`src/rtl/irq_arb_pkg.sv`:
```
// Package: shared defaults and helpers for the interrupt arbiter.
// Assumes: widths are small (device counts up to a few dozen).
package irq_arb_pkg;

    localparam int unsigned DEF_SRCS  = 8;
    localparam int unsigned DEF_LVL_W = 3;

    // Width of an index able to address n entries (at least one bit).
    function automatic int unsigned idx_bits(input int unsigned n);
        return (n <= 1) ? 1 : $clog2(n);
    endfunction

endpackage

```
`src/rtl/irq_win_find.sv`:
```
// Module: irq_win_find
// Finds the pending request with the greatest level, lowest index on ties.
// Assumes: purely combinational; levels packed LVL_W bits per device.
module irq_win_find
    import irq_arb_pkg::*;
#(
    parameter int unsigned N_SRC = DEF_SRCS,
    parameter int unsigned LVL_W = DEF_LVL_W,
    parameter int unsigned IDX_W = idx_bits(N_SRC)
) (
    input  logic [N_SRC-1:0]       req,
    input  logic [N_SRC*LVL_W-1:0] src_lvl,
    output logic                   found,
    output logic [LVL_W-1:0]       best_lvl,
    output logic [IDX_W-1:0]       best_idx
);

    logic             stg_v [N_SRC+1];
    logic [LVL_W-1:0] stg_l [N_SRC+1];
    logic [IDX_W-1:0] stg_i [N_SRC+1];

    assign stg_v[0] = 1'b0;
    assign stg_l[0] = '0;
    assign stg_i[0] = '0;

    // One stage per device: a later device replaces only on a strictly greater level.
    for (genvar g = 0; g < N_SRC; g++) begin : g_stage
        logic [LVL_W-1:0] lvl_g;
        logic             wins;
        assign lvl_g = src_lvl[g*LVL_W +: LVL_W];
        assign wins  = req[g] && (!stg_v[g] || (lvl_g > stg_l[g]));
        assign stg_v[g+1] = stg_v[g] | req[g];
        assign stg_l[g+1] = wins ? lvl_g : stg_l[g];
        assign stg_i[g+1] = wins ? IDX_W'(g) : stg_i[g];
    end

    assign found    = stg_v[N_SRC];
    assign best_lvl = stg_l[N_SRC];
    assign best_idx = stg_i[N_SRC];

    // Cross-check the chain result against a pairwise comparison of all devices.
    logic chk_bad;
    always_comb begin
        chk_bad = 1'b0;
        if (found != (|req)) chk_bad = 1'b1;
        if (found && !req[best_idx]) chk_bad = 1'b1;
        for (int j = 0; j < int'(N_SRC); j++) begin
            if (found && req[j]) begin
                if (src_lvl[j*LVL_W +: LVL_W] > best_lvl) chk_bad = 1'b1;
                if ((src_lvl[j*LVL_W +: LVL_W] == best_lvl) && (j < int'(best_idx)))
                    chk_bad = 1'b1;
            end
        end

        win_order_chk: assert (!chk_bad) else $error("winner is not greatest level / lowest index");
    end

endmodule

```
`src/rtl/irq_preempt_gate.sv`:
```
// Module: irq_preempt_gate
// Decides whether the selected request may preempt the running program.
// Assumes: levels are unsigned, larger value is more urgent.
module irq_preempt_gate #(
    parameter int unsigned LVL_W = 3
) (
    input  logic             found,
    input  logic [LVL_W-1:0] best_lvl,
    input  logic [LVL_W-1:0] cur_lvl,
    output logic             grant
);

    // Strict comparison: an equal level never preempts.
    always_comb grant = found && (best_lvl > cur_lvl);

endmodule

```
`src/rtl/irq_prio_arbiter.sv`:
```
// Module: irq_prio_arbiter (top)
// Samples the preemption decision at the instruction boundary and issues
// a one-cycle take pulse with the winning level and device index.
// Assumes: boundary is high for one cycle per instruction; synchronous active-low reset.
module irq_prio_arbiter
    import irq_arb_pkg::*;
#(
    parameter int unsigned N_SRC = DEF_SRCS,
    parameter int unsigned LVL_W = DEF_LVL_W,
    localparam int unsigned IDX_W = idx_bits(N_SRC)
) (
    input  logic                   clk,
    input  logic                   rst_n,
    input  logic [N_SRC-1:0]       req,
    input  logic [N_SRC*LVL_W-1:0] src_lvl,
    input  logic [LVL_W-1:0]       cur_lvl,
    input  logic                   boundary,
    output logic                   take,
    output logic [LVL_W-1:0]       win_lvl,
    output logic [IDX_W-1:0]       win_idx
);

    logic             found;
    logic [LVL_W-1:0] best_lvl;
    logic [IDX_W-1:0] best_idx;
    logic             grant;

    irq_win_find #(
        .N_SRC (N_SRC),
        .LVL_W (LVL_W),
        .IDX_W (IDX_W)
    ) u_find (
        .req      (req),
        .src_lvl  (src_lvl),
        .found    (found),
        .best_lvl (best_lvl),
        .best_idx (best_idx)
    );

    irq_preempt_gate #(
        .LVL_W (LVL_W)
    ) u_gate (
        .found    (found),
        .best_lvl (best_lvl),
        .cur_lvl  (cur_lvl),
        .grant    (grant)
    );

    // Register the boundary decision and latch the winner when it is taken.
    always_ff @(posedge clk) begin
        if (!rst_n) begin
            take    <= 1'b0;
            win_lvl <= '0;
            win_idx <= '0;
        end else begin
            take <= boundary && grant;
            if (boundary && grant) begin
                win_lvl <= best_lvl;
                win_idx <= best_idx;
            end
        end
    end


    take_on_boundary_chk: assert property (@(posedge clk) disable iff (!rst_n)
        take |-> $past(boundary));


    take_above_cur_chk: assert property (@(posedge clk) disable iff (!rst_n)
        take |-> (win_lvl > $past(cur_lvl)));


    idle_no_take_chk: assert property (@(posedge clk) disable iff (!rst_n)
        (boundary && (req == '0)) |=> !take);


    winner_hold_chk: assert property (@(posedge clk) disable iff (!rst_n)
        !take |-> ($stable(win_lvl) && $stable(win_idx)));

endmodule

```
`config.mk`:
```
export PLATFORM = sky130hd
export DESIGN_NAME = irq_prio_arbiter
export DESIGN_NICKNAME = d
export VERILOG_FILES = /design/src/rtl/irq_arb_pkg.sv /design/src/rtl/irq_win_find.sv /design/src/rtl/irq_preempt_gate.sv /design/src/rtl/irq_prio_arbiter.sv
export SDC_FILE = /design/constraint.sdc
export NUM_CORES = 1
export LEC_CHECK = 0
export BUFFER_PORTS_ARGS = -buffer_cell sky130_fd_sc_hd__buf_2
export CELL_PAD_IN_SITES_DETAIL_PLACEMENT = 0
export CELL_PAD_IN_SITES_GLOBAL_PLACEMENT = 1
export CORE_MARGIN = 2
export CORE_UTILIZATION = 39
export CTS_CLUSTER_SIZE = 12
export DETAILED_ROUTE_END_ITERATION = 8
export GPL_ROUTABILITY_DRIVEN = 0
export PLACE_DENSITY = 0.95
export SLEW_MARGIN = 20
export SYNTH_ARGS = -nofsm -noshare
export SYNTH_HDL_FRONTEND = slang
export SYNTH_HIERARCHICAL = 1
export SYNTH_SLANG_ARGS = --single-unit
```
`constraint.sdc`:
```
create_clock -name clk -period 24.1 [get_ports clk]
set_input_delay 2.41 -clock clk [delete_from_list [all_inputs] [get_ports clk]]
set_output_delay 2.41 -clock clk [all_outputs]
set_load 0.05 [all_outputs]
```
**After elaboration in Yosys (flattened, before gate mapping)**

Cells that the tools add are included.

- Register bits after elaboration: 7
- Input port bits: 38
- Output and inout port bits: 7
- Logic and storage cells: 56

- $lt $le $gt $ge: 8
- Muxes and demuxes: 15
- Bitwise logic cells: 7
- Reduce and logical (&&, ||, !) cells: 23

Operators by type and width:

| kind | count |
|---|---|
| $mux W3 | 14 |
| $gt A3 B3 Y1 | 8 |
| $logic_and A1 B1 Y1 | 9 |
| $logic_not A1 Y1 | 7 |
| $logic_or A1 B1 Y1 | 7 |
| $or A1 B1 Y1 | 7 |
| $mux W1 | 1 |

**Depth between registers and ports, before layout**

Gate-level depths: netlist (run 1).

- Depth in word-level cells: 32
- Depth in mapped cells: 59
- Gate-level depth less buffers: 58

**Hierarchy**

The synthesis (run 1) kept the hierarchy.

By module, submodules not included:

| module | instances | cells each | area an instance (sq um) | seq. area each (sq um) |
|---|---|---|---|---|
| irq_win_find | 1 | 155 | 1044.8 | 0.0 |
| irq_prio_arbiter | 1 | 28 | 265.3 | 140.1 |
| irq_preempt_gate | 1 | 11 | 83.8 | 0.0 |

**Worst setup path after synthesis (run 1)**

No wires, ideal clock.

- Kind: input to register
- From: in src_lvl[1]
- To: reg win_idx[0]
- Library setup time: 118 ps
- Arrival time: 12410 ps
- Data required time: 23982 ps
- Slack: 11572 ps
- Stages: 53
- Path buffers: 1
- Cell sequence: nand2_1 -> ha_1 -> nor2b_1 -> o41ai_2 -> o21ba_1 -> buf_6 -> mux2_2 -> ha_1 -> nor3b_1 -> o22a_1 -> a21oi_1 -> a211oi_4 -> nor2_2 -> o21ai_0 -> ha_1 -> nor2_1 -> o22ai_1 -> o311a_1 -> (+17 left out) -> a21o_1 -> a21oi_1 -> a31oi_1 -> o21ai_1 -> mux2i_1 -> ha_1 -> a21o_1 -> a21oi_1 -> a31oi_1 -> o21ai_0 -> o21ai_0 -> a21oi_1 -> inv_1 -> ha_1 -> and3_1 -> a211oi_2 -> and2_4 -> o21ai_1

- Longest elaborated chain between the ends: 32
- Elaborated cells on any way between the ends: 39
- Classes of those cells: 8 x order compare; 15 x mux; 16 x reduce/logical

Ends and longest elaborated chain:

| element | line | text |
|---|---|---|
| start, declared | irq_prio_arbiter.sv:15 | `input logic [N_SRC*LVL_W-1:0] src_lvl,` |
| $mux W3 * | irq_win_find.sv:33 | `assign stg_l[g+1] = wins ? lvl_g : stg_l[g];` |
| $gt A3 B3 Y1 | irq_win_find.sv:31 | `assign wins = req[g] && (!stg_v[g] \|\| (lvl_g > stg_l[g]));` |
| $logic_or A1 B1 Y1 | irq_win_find.sv:31 |  |
| $logic_and A1 B1 Y1 | irq_win_find.sv:31 |  |
| $mux W3 * | irq_win_find.sv:33 |  |
| $gt A3 B3 Y1 | irq_win_find.sv:31 |  |
| $logic_or A1 B1 Y1 | irq_win_find.sv:31 |  |
| $logic_and A1 B1 Y1 | irq_win_find.sv:31 |  |
| (+18 left out) | - |  |
| $logic_or A1 B1 Y1 | irq_win_find.sv:31 |  |
| $logic_and A1 B1 Y1 | irq_win_find.sv:31 |  |
| $mux W3 * | irq_win_find.sv:33 |  |
| net best_lvl[0] | irq_prio_arbiter.sv:24 | `logic [LVL_W-1:0] best_lvl;` |
| $gt A3 B3 Y1 * | irq_preempt_gate.sv:14 | `always_comb grant = found && (best_lvl > cur_lvl);` |
| $logic_and A1 B1 Y1 * | irq_preempt_gate.sv:14 |  |
| net grant | irq_prio_arbiter.sv:26 | `logic grant;` |
| $logic_and A1 B1 Y1 * | irq_prio_arbiter.sv:57 | `if (boundary && grant) begin` |
| end signal, assigned | irq_prio_arbiter.sv:59 | `win_idx <= best_idx;` |
| end, declared | irq_prio_arbiter.sv:20 | `output logic [IDX_W-1:0] win_idx` |

Mark *: on every way through the listed nets, which the timed path passes. The rest lies on a longest branch.
A chain may end at the register's enable or synchronous reset.

**Final worst setup path (run 1)**

- From: in req[0]
- To: reg win_idx[1]

- Longest elaborated chain between the ends: 32
- Elaborated cells on any way between the ends: 52
- Classes of those cells: 8 x order compare; 14 x mux; 7 x bitwise; 23 x reduce/logical

Ends and longest elaborated chain:

| element | line | text |
|---|---|---|
| start, declared | irq_prio_arbiter.sv:14 | `input logic [N_SRC-1:0] req,` |
| $mux W3 | irq_win_find.sv:33 |  |
| $gt A3 B3 Y1 | irq_win_find.sv:31 |  |
| $logic_or A1 B1 Y1 | irq_win_find.sv:31 |  |
| $logic_and A1 B1 Y1 | irq_win_find.sv:31 |  |
| $mux W3 | irq_win_find.sv:33 |  |
| $gt A3 B3 Y1 | irq_win_find.sv:31 |  |
| $logic_or A1 B1 Y1 | irq_win_find.sv:31 |  |
| $logic_and A1 B1 Y1 | irq_win_find.sv:31 |  |
| (+18 left out) | - |  |
| $logic_or A1 B1 Y1 | irq_win_find.sv:31 |  |
| $logic_and A1 B1 Y1 | irq_win_find.sv:31 |  |
| $mux W3 * | irq_win_find.sv:33 |  |
| net best_lvl[0] | irq_prio_arbiter.sv:24 |  |
| $gt A3 B3 Y1 * | irq_preempt_gate.sv:14 |  |
| $logic_and A1 B1 Y1 * | irq_preempt_gate.sv:14 |  |
| net grant | irq_prio_arbiter.sv:26 |  |
| $logic_and A1 B1 Y1 * | irq_prio_arbiter.sv:57 |  |

Marked as above.

==> results.md, run 1 <==
- Final worst setup slack: 10250 ps
- Hold Path End: win_idx[0]
- Post-route clock period utilization: 0.575
- Family with the most delay on the worst path: compound AO/OA/AOI/OAI gates
- Reg-to-reg setup timing slack: 23540 ps
- Final setup vio count: 0
- CTS max path bufs: 2
- 1st-iter DRT viols: 28
- Clock root cell: clkbuf_4
- Synth top cells by count: 24 x nand2_1, 21 x inv_1, 16 x ha_1, 13 x a21oi_1, 12 x o21ai_0
- Vias in the first global route: 1321
- Layout cell share with drive strength beyond 1: 0.275
- Synth Register Bits: 7
- Post-layout instance count excluding filler cells: 286
- R2r endpoint: win_lvl[0]
- Gr ovfl total: 0
- Hold Crit Depth: 2
- Pre-CTS WS: 9960 ps
- Worst Path Buf+Inv: 3
- Placed wire-length estimate: 2790 µm
- Synth area leaders: ha_1 14%, dfxtp_1 10%, nand2_1 6.5%
- Die Y-Extent: 63.8 µm
- Final core utilization: 0.496
- Clock insertion delay at the later pin of the skew report: 260 ps
- Setup Fix Bufs, Post-CTS: 0
- Syn Area/Cell: 7.18 µm²
- Critical Path Slowest Stage Cell: o21ai_0
- Post-Syn Area: 0.00139 mm²
- Number of antenna violations at the first check in global routing: 0
- Dominant cell by count in the synthesized netlist: nand2_1
- WP data arrival: 14000 ps
- Leakage: 0.000853 µW
- Peak VDD IR: 0.0000293 V
- Synth top area share: 0.144
- R2R depth: 2
- Most common flop cell mapped by yosys: dfxtp_1
- Syn_nets: 248
- CTS tree: yes
- I/O Buffers: 44
- Total Routing Usage GR: 0.163
- Final min period: 13850 ps
- Initial Util: 0.411
- Global-route wire length before repair: 5480 µm
- Status: completed
- Hold_buf cts: 0
- Router iterations before antenna repair: 4
- Crit path max fanout: 8
- DR vias/cell: 5.33
- Largest net degree at the start of global routing: 14
- CP startpoint kind: input pin
- Post-synth EDFFs: 0
- Max Slew Vio Count: 0
- Vias: 1524
- RR Startpoint: win_lvl[0]
- H-tree depth: 1
- Gate Count Post-Synth: 194
- # IOs: 45
- Maxcap violations: 0
- Die width: 63.8 µm
- Worst hold start: win_idx[0]
- Antenna cells: 0
- Die area: 0.00407 mm²
- Resized cells post-CTS: 0
- CP Class: in -> reg
- Endpoint required time on the critical path: 24250 ps
- Hold Crit Class: reg -> reg
- Drt wl/cell: 11.5 µm
- Nets: 295
- Final hold vios: 0
- Synth async-reset ratio: 0
- Max Clk Rate: 0.0722 GHz
- Ys Warns: 6
- Residual DRC: 0
- Cell type with the largest total area after synthesis: ha_1
- Critical Path End Type: register
- Seq/Total Area, Yosys: 0.101
- CTS buffer count: 3
- Clock net sink count: 7
- P per Cell Area: 58.9 mW/mm²
- Synthesis-to-layout area growth: 20.6%
- Clock transition at the registers of the reported paths: 60 ps
- Slew @ Worst Pin: 804 ps
- Total power: 99.0 µW
- CP most frequent cell: ha_1
- Post-DRT Antenna Nets: 0
- Synth unique cells: 54
- Post-Route Setup TNS: 0 ps
- Post-Route WL: 3290 µm
- Row cnt: 21
- Fin Clk Skew: 0 ps
- Placed Cells: 282
- Crit-path max cell delay: 640 ps
- Rel. slew slack: 0.458
- Unrepaired setup endpoints after global routing: false
- Core area: 0.00339 mm²
[flip-flops by register name, summed over array words and instances, names as in the netlist]
signal and cells:
win_lvl 3, win_idx 3, take 1
[layout by cell type, fill, tap and decap left out, types with 3 or more instances in the layout]
master and count:
nand3_1 4, and2_1 4, and3_1 4, nor2_1 11, nand4_1 6, mux2i_1 4
a31oi_1 5, o21ai_1 6, inv_1 21, nand2b_1 3, buf_2 44, clkbuf_4 3
ha_1 16, a211o_1 3, dfxtp_1 7, nand2_1 24, o21ai_0 12, a21o_1 3
o21ai_2 3, a21oi_1 13
[layer usage]
layer | part of all wire | vias to the layer above | GRT usage
met1 | 0.50 | 666 | 0.219
met2 | 0.44 | 35 | 0.259
li1 | - | 818 | -
met3 | 0.042 | 5 | 0.0264
met4 | 0.012 | 0 | 0.0598
met5 | 0 | - | 0
[logic make-up after synthesis]
group           Yosys count  synth area share
simple gates             70             0.256
flops                     7             0.101
compound gates           68             0.357
fa+ha+maj                18             0.158
buf+inv                  24            0.0727
mux                       7            0.0557
[where the power goes]
group	internal, µW	switching (µW)	leakage [µW]	total (µW)
Clock	6.09	4.97	0.0000177	11.1
Sequential	14.5	1.19	0.0000573	15.7
Combinational	28.1	44.1	0.000778	72.2
Total	48.7	50.2	0.000853	99.0
[final cells by class]
class                      count  area, µm²
timing repair buffer          44        220
clock buffer                   3       22.5
tap                           46       57.6
fill                         348       1710
clock inverter                 1       5.00
inverter                      22       82.6
multi-input combinational    163       1150
sequential                     7        140
[worst max path at each step]
stage | startpoint | endpoint | slack [ps] | cells after the start
2_1_floorplan | src_lvl[1] | win_idx[0] | 11570 | 53
3_3_place_gp | req[0] | win_idx[1] | 10080 | 53
3_5_place_dp | req[0] | win_idx[1] | 9960 | 53
4_1_cts | req[0] | win_idx[1] | 10220 | 53
5_1_grt | req[0] | win_idx[0] | 9020 | 53
6_report | req[0] | win_idx[1] | 10250 | 53
[per-stage QoR]
step / cell area [µm²] / hold slack (ps)
6_report: 1680 / 456
5_1_grt: 1680 / 482
4_1_cts: 1680 / 460
3_5_place_dp: 1650 / 450
3_3_place_gp: 1650 / 446
2_1_floorplan: 1390 / 664
[tightest hold or removal path: cells and delay by family, from the launching register on]
kind             cells  cell delay, ps
AO/OA/AOI/OAI        1              50
AND/OR/NAND/NOR      1              50
flip-flops           1             310
No activity file was read; power rests on OpenSTA's default activity.
==> inputs of run 2 (changes only) <==
- ABC_AREA: unset -> 1
- CORE_UTILIZATION: 39 -> 31
- PLACE_DENSITY: 0.95 -> 0.85
- clock period: 24.1 -> 11.64 ns (I/O delays scaled with it)
==> run 2 against run 1 <==
  * Global-route usage down 2.8 points
  * Clock-buffer cell count up 1
  * Die area up 29%
  * Worst hold slack better by 56 ps
  * Critical endpoint is now win_lvl[0]
  * Non-clock buffer count unchanged
  * Core utilization down 9.6 points
  * Sequential cell count unchanged
  * Synthesized cell count up 27%
  * Wire length down 2.2%
  * Combinational power rose to 2.6 times the previous value
  * Register-to-register slack worse by 13000 ps
  * Critical path depth up 11
==> results.md, run 2 <==
- Clock transition at the registers of the reported paths: 40 ps (was 60 ps)
- CP most frequent cell: nand2_1 (was ha_1)
- CTS buffer count: 3 (unchanged)
- CTS max path bufs: 2 (unchanged)
- Critical Path End Type: register (unchanged)
- Setup Fix Bufs, Post-CTS: 0 (unchanged)
- Post-route clock period utilization: 0.845
- Largest regs: win_idx x3, win_lvl x3, take x1 (unchanged)
- P per Cell Area: 148 mW/mm² (was 58.9 mW/mm²)
- Clock group share of total power: 0.131 (was 0.112)
- Total Routing Usage GR: 0.135 (was 0.163)
- Global-route wire length before repair: 5950 µm (was 5480 µm)
- RR Startpoint: win_lvl[0] (unchanged)
- Synth async-reset ratio: 0 (unchanged)
- Residual DRC: 0 (unchanged)
- CP startpoint kind: input pin (unchanged)
- Crit-path max cell delay: 350 ps (was 640 ps)
- Die width: 72.3 µm (was 63.8 µm)
- H-tree depth: 1 (unchanged)
- Dominant cell by count in the synthesized netlist: nand2_1 (unchanged)
- DR vias/cell: 4.56 (was 5.33)
- Router iterations before antenna repair: 6 (was 4)
- Final worst setup slack: 1810 ps (was 10250 ps)
- Max Clk Rate: 0.102 GHz
- Fin Clk Skew: 0 ps (unchanged)
- Resized cells post-CTS: 0 (unchanged)
- Hold Crit Class: reg -> reg (unchanged)
- Leakage: 0.00109 µW (was 0.000853 µW)
- Antenna cells: 0 (unchanged)
- Syn_nets: 301 (was 248)
- CTS tree: yes (unchanged)
- Clock root cell: clkbuf_8 (was clkbuf_4)
- Gate Count Post-Synth: 247 (was 194)
- Total power: 262 µW (was 99.0 µW)
- R2r endpoint: win_lvl[0] (unchanged)
- Maxcap violations: 0 (unchanged)
- Synth Register Bits: 7 (unchanged)
- Pre-CTS WS: 1490 ps (was 9960 ps)
- WP data arrival: 9950 ps (was 14000 ps)
- Max Slew Vio Count: 0 (unchanged)
- Drt wl/cell: 9.29 µm (was 11.5 µm)
- Final setup vio count: 0 (unchanged)
- Psw: 141 µW (was 50.2 µW)
- Placed wire-length estimate: 2850 µm (was 2790 µm)
- Ys Warns: 6 (unchanged)
- Vias in the first global route: 1493 (was 1321)
- Status: completed (unchanged)
- Synth unique cells: 18 (was 54)
- Vias: 1577 (was 1524)
- Final min period: 9830 ps
- Crit path max fanout: 13 (was 8)
- Critical Path Slowest Stage Cell: or2_2 (was o21ai_0)
- Layout cell share with drive strength beyond 1: 0.313 (was 0.275)
- Unrepaired setup endpoints after global routing: false (unchanged)
- Final hold vios: 0 (unchanged)
- Reg-to-reg setup timing slack: 11010 ps (was 23540 ps)
- CP Class: in -> reg (unchanged)
- Die area: 0.00523 mm² (was 0.00407 mm²)
- Synth area leaders: nand2_1 17%, ha_1 14%, nand3_1 11% (was ha_1 14%, dfxtp_1 10%, nand2_1 6.5%)
- # IOs: 45 (unchanged)
- Seq/Total Area, Yosys: 0.0969 (was 0.101)
- Synth top cells by count: 67 x nand2_1, 38 x inv_1, 32 x nand3_1, 23 x nor2_1 (was 24 x nand2_1, 21 x inv_1, 16 x ha_1, 13 x a21oi_1, 12 x o21ai_0)
- Gr ovfl total: 0 (unchanged)
- Core area: 0.00441 mm² (was 0.00339 mm²)
- Post-synth EDFFs: 0 (unchanged)
- Post-DRT Antenna Nets: 0 (unchanged)
- Synthesis-to-layout area growth: 22.1% (was 20.6%)
- I/O Buffers: 44 (unchanged)
- Row cnt: 24 (was 21)
- Slew @ Worst Pin: 313 ps (was 804 ps)
- R2R depth: 4 (was 2)
- Most common cell after layout, fill and taps aside: nand2_1 (was buf_2)
- Endpoint required time on the critical path: 11760 ps (was 24250 ps)
- Post-Route WL: 3220 µm (was 3290 µm)
- Rel. slew slack: 0.789 (was 0.458)
- Worst Path Buf+Inv: 2 (was 3)
- Hold_buf cts: 0 (unchanged)
- Family with the most delay on the worst path: simple AND/OR/NAND/NOR gates (was compound AO/OA/AOI/OAI gates)
- Commonest cells after routing, fill and taps aside: 67 x nand2_1, 44 x buf_2, 38 x inv_1, 32 x nand3_1, 23 x nor2_1 (was 44 x buf_2, 24 x nand2_1, 21 x inv_1, 16 x ha_1, 13 x a21oi_1)
- # fillers: 508 (was 348)
- Die Y-Extent: 72.3 µm (was 63.8 µm)
- Hold Crit Depth: 4 (was 2)
- Initial Util: 0.328 (was 0.411)
- Clock insertion delay at the later pin of the skew report: 230 ps (was 260 ps)
- 1st-iter DRT viols: 42 (was 28)
- Worst hold start: win_lvl[1] (was win_idx[0])
- Post-Route Setup TNS: 0 ps (unchanged)
- Syn Area/Cell: 5.86 µm² (was 7.18 µm²)
- Most common flop cell mapped by yosys: dfxtp_1 (unchanged)
- Seq pwr share: 0.141 (was 0.159)
- Post-Syn Area: 0.00145 mm² (was 0.00139 mm²)
- Number of antenna violations at the first check in global routing: 0 (unchanged)
- Synth top area share: 0.174 (was 0.144)
- Hold Path End: win_lvl[1] (was win_idx[0])
- Nets: 349 (was 295)
- Critical path depth: 64 (was 53)
- Largest net degree at the start of global routing: 14 (unchanged)
- Power Internal: 121 µW (was 48.7 µW)
- Clock net sink count: 7 (unchanged)
- Cell type with the largest total area after synthesis: nand2_1 (was ha_1)
- Logic gate share of total power: 0.728 (was 0.730)
- Sw Share: 0.539 (was 0.508)
- Peak VDD IR: 0.0000654 V (was 0.0000293 V)
-- run 2: cell types whose count changed after synthesis, moves of 12 or more --
cell	change
inv_1	+17
nand2_1	+43
nand2_2	+16
nand3_1	+28
nor2_1	+12
-- run 2: area by class of cell --
cell class                      instances  area, µm²  share of cell area
Multi-Input combinational cell        197       1140               0.644
Timing Repair Buffer                   44        220               0.125
Inverter                               42        158              0.0893
Sequential cell                         7        140              0.0794
Tap cell                               52       65.1              0.0369
Clock buffer                            4       45.0              0.0255
-- run 2: how the worst max path moves through the flow --
stage | start | end
global placement | req[0] | win_lvl[0]
finish | req[0] | win_lvl[0]
detailed placement | req[0] | win_lvl[0]
global route | req[0] | win_lvl[0]
CTS | req[0] | win_lvl[0]
floorplan | src_lvl[2] | win_idx[2]
-- run 2: worst reg2reg max path: cells and delay by family, from the launching register on --
kind / cells / cell delay (ps)
AND/OR/NAND/NOR: 3 / 160
buffers and inverters: 1 / 60
flip-flops: 1 / 300
-- run 2: routing by layer --
metal	share of wire	global-route usage	up-vias
met3	0.041	0.0139	3
met2	0.50	0.244	26
met1	0.46	0.171	678
met4	0.0072	0.0314	0
li1	-	-	870
met5	0	0	-
-- run 2: power by group through the flow --
stage	Combinational [µW]	Clock, µW	Sequential, µW
finish	191	34.3	36.8
global route	219	36.5	38.3
CTS	193	35.1	37.0
detailed placement	192	0	37.3
global placement	188	0	37.6
floorplan	124	0	68.1
-- run 2: metrics by stage --
step           area, µm²  hold WS, ps  cells   util
3_3_place_gp        1720          498    342  0.390
6_report            1770          513    346  0.400
4_1_cts             1770          517    346  0.400
5_1_grt             1770          548    346  0.400
2_1_floorplan       1450          726    247      -
3_5_place_dp        1720          499    342  0.390
-- run 2: kinds of logic (layout without fill, tap and decap cells) --
logic type / count (synthesis) / after routing / synth area share
and+or+nand+nor: 168 / 168 / 0.600
buffers and inverters: 43 / 90 / 0.117
adders and majority gates: 16 / 16 / 0.138
AOI/OAI and AO/OA: 13 / 13 / 0.0476
DFF: 7 / 7 / 0.0969
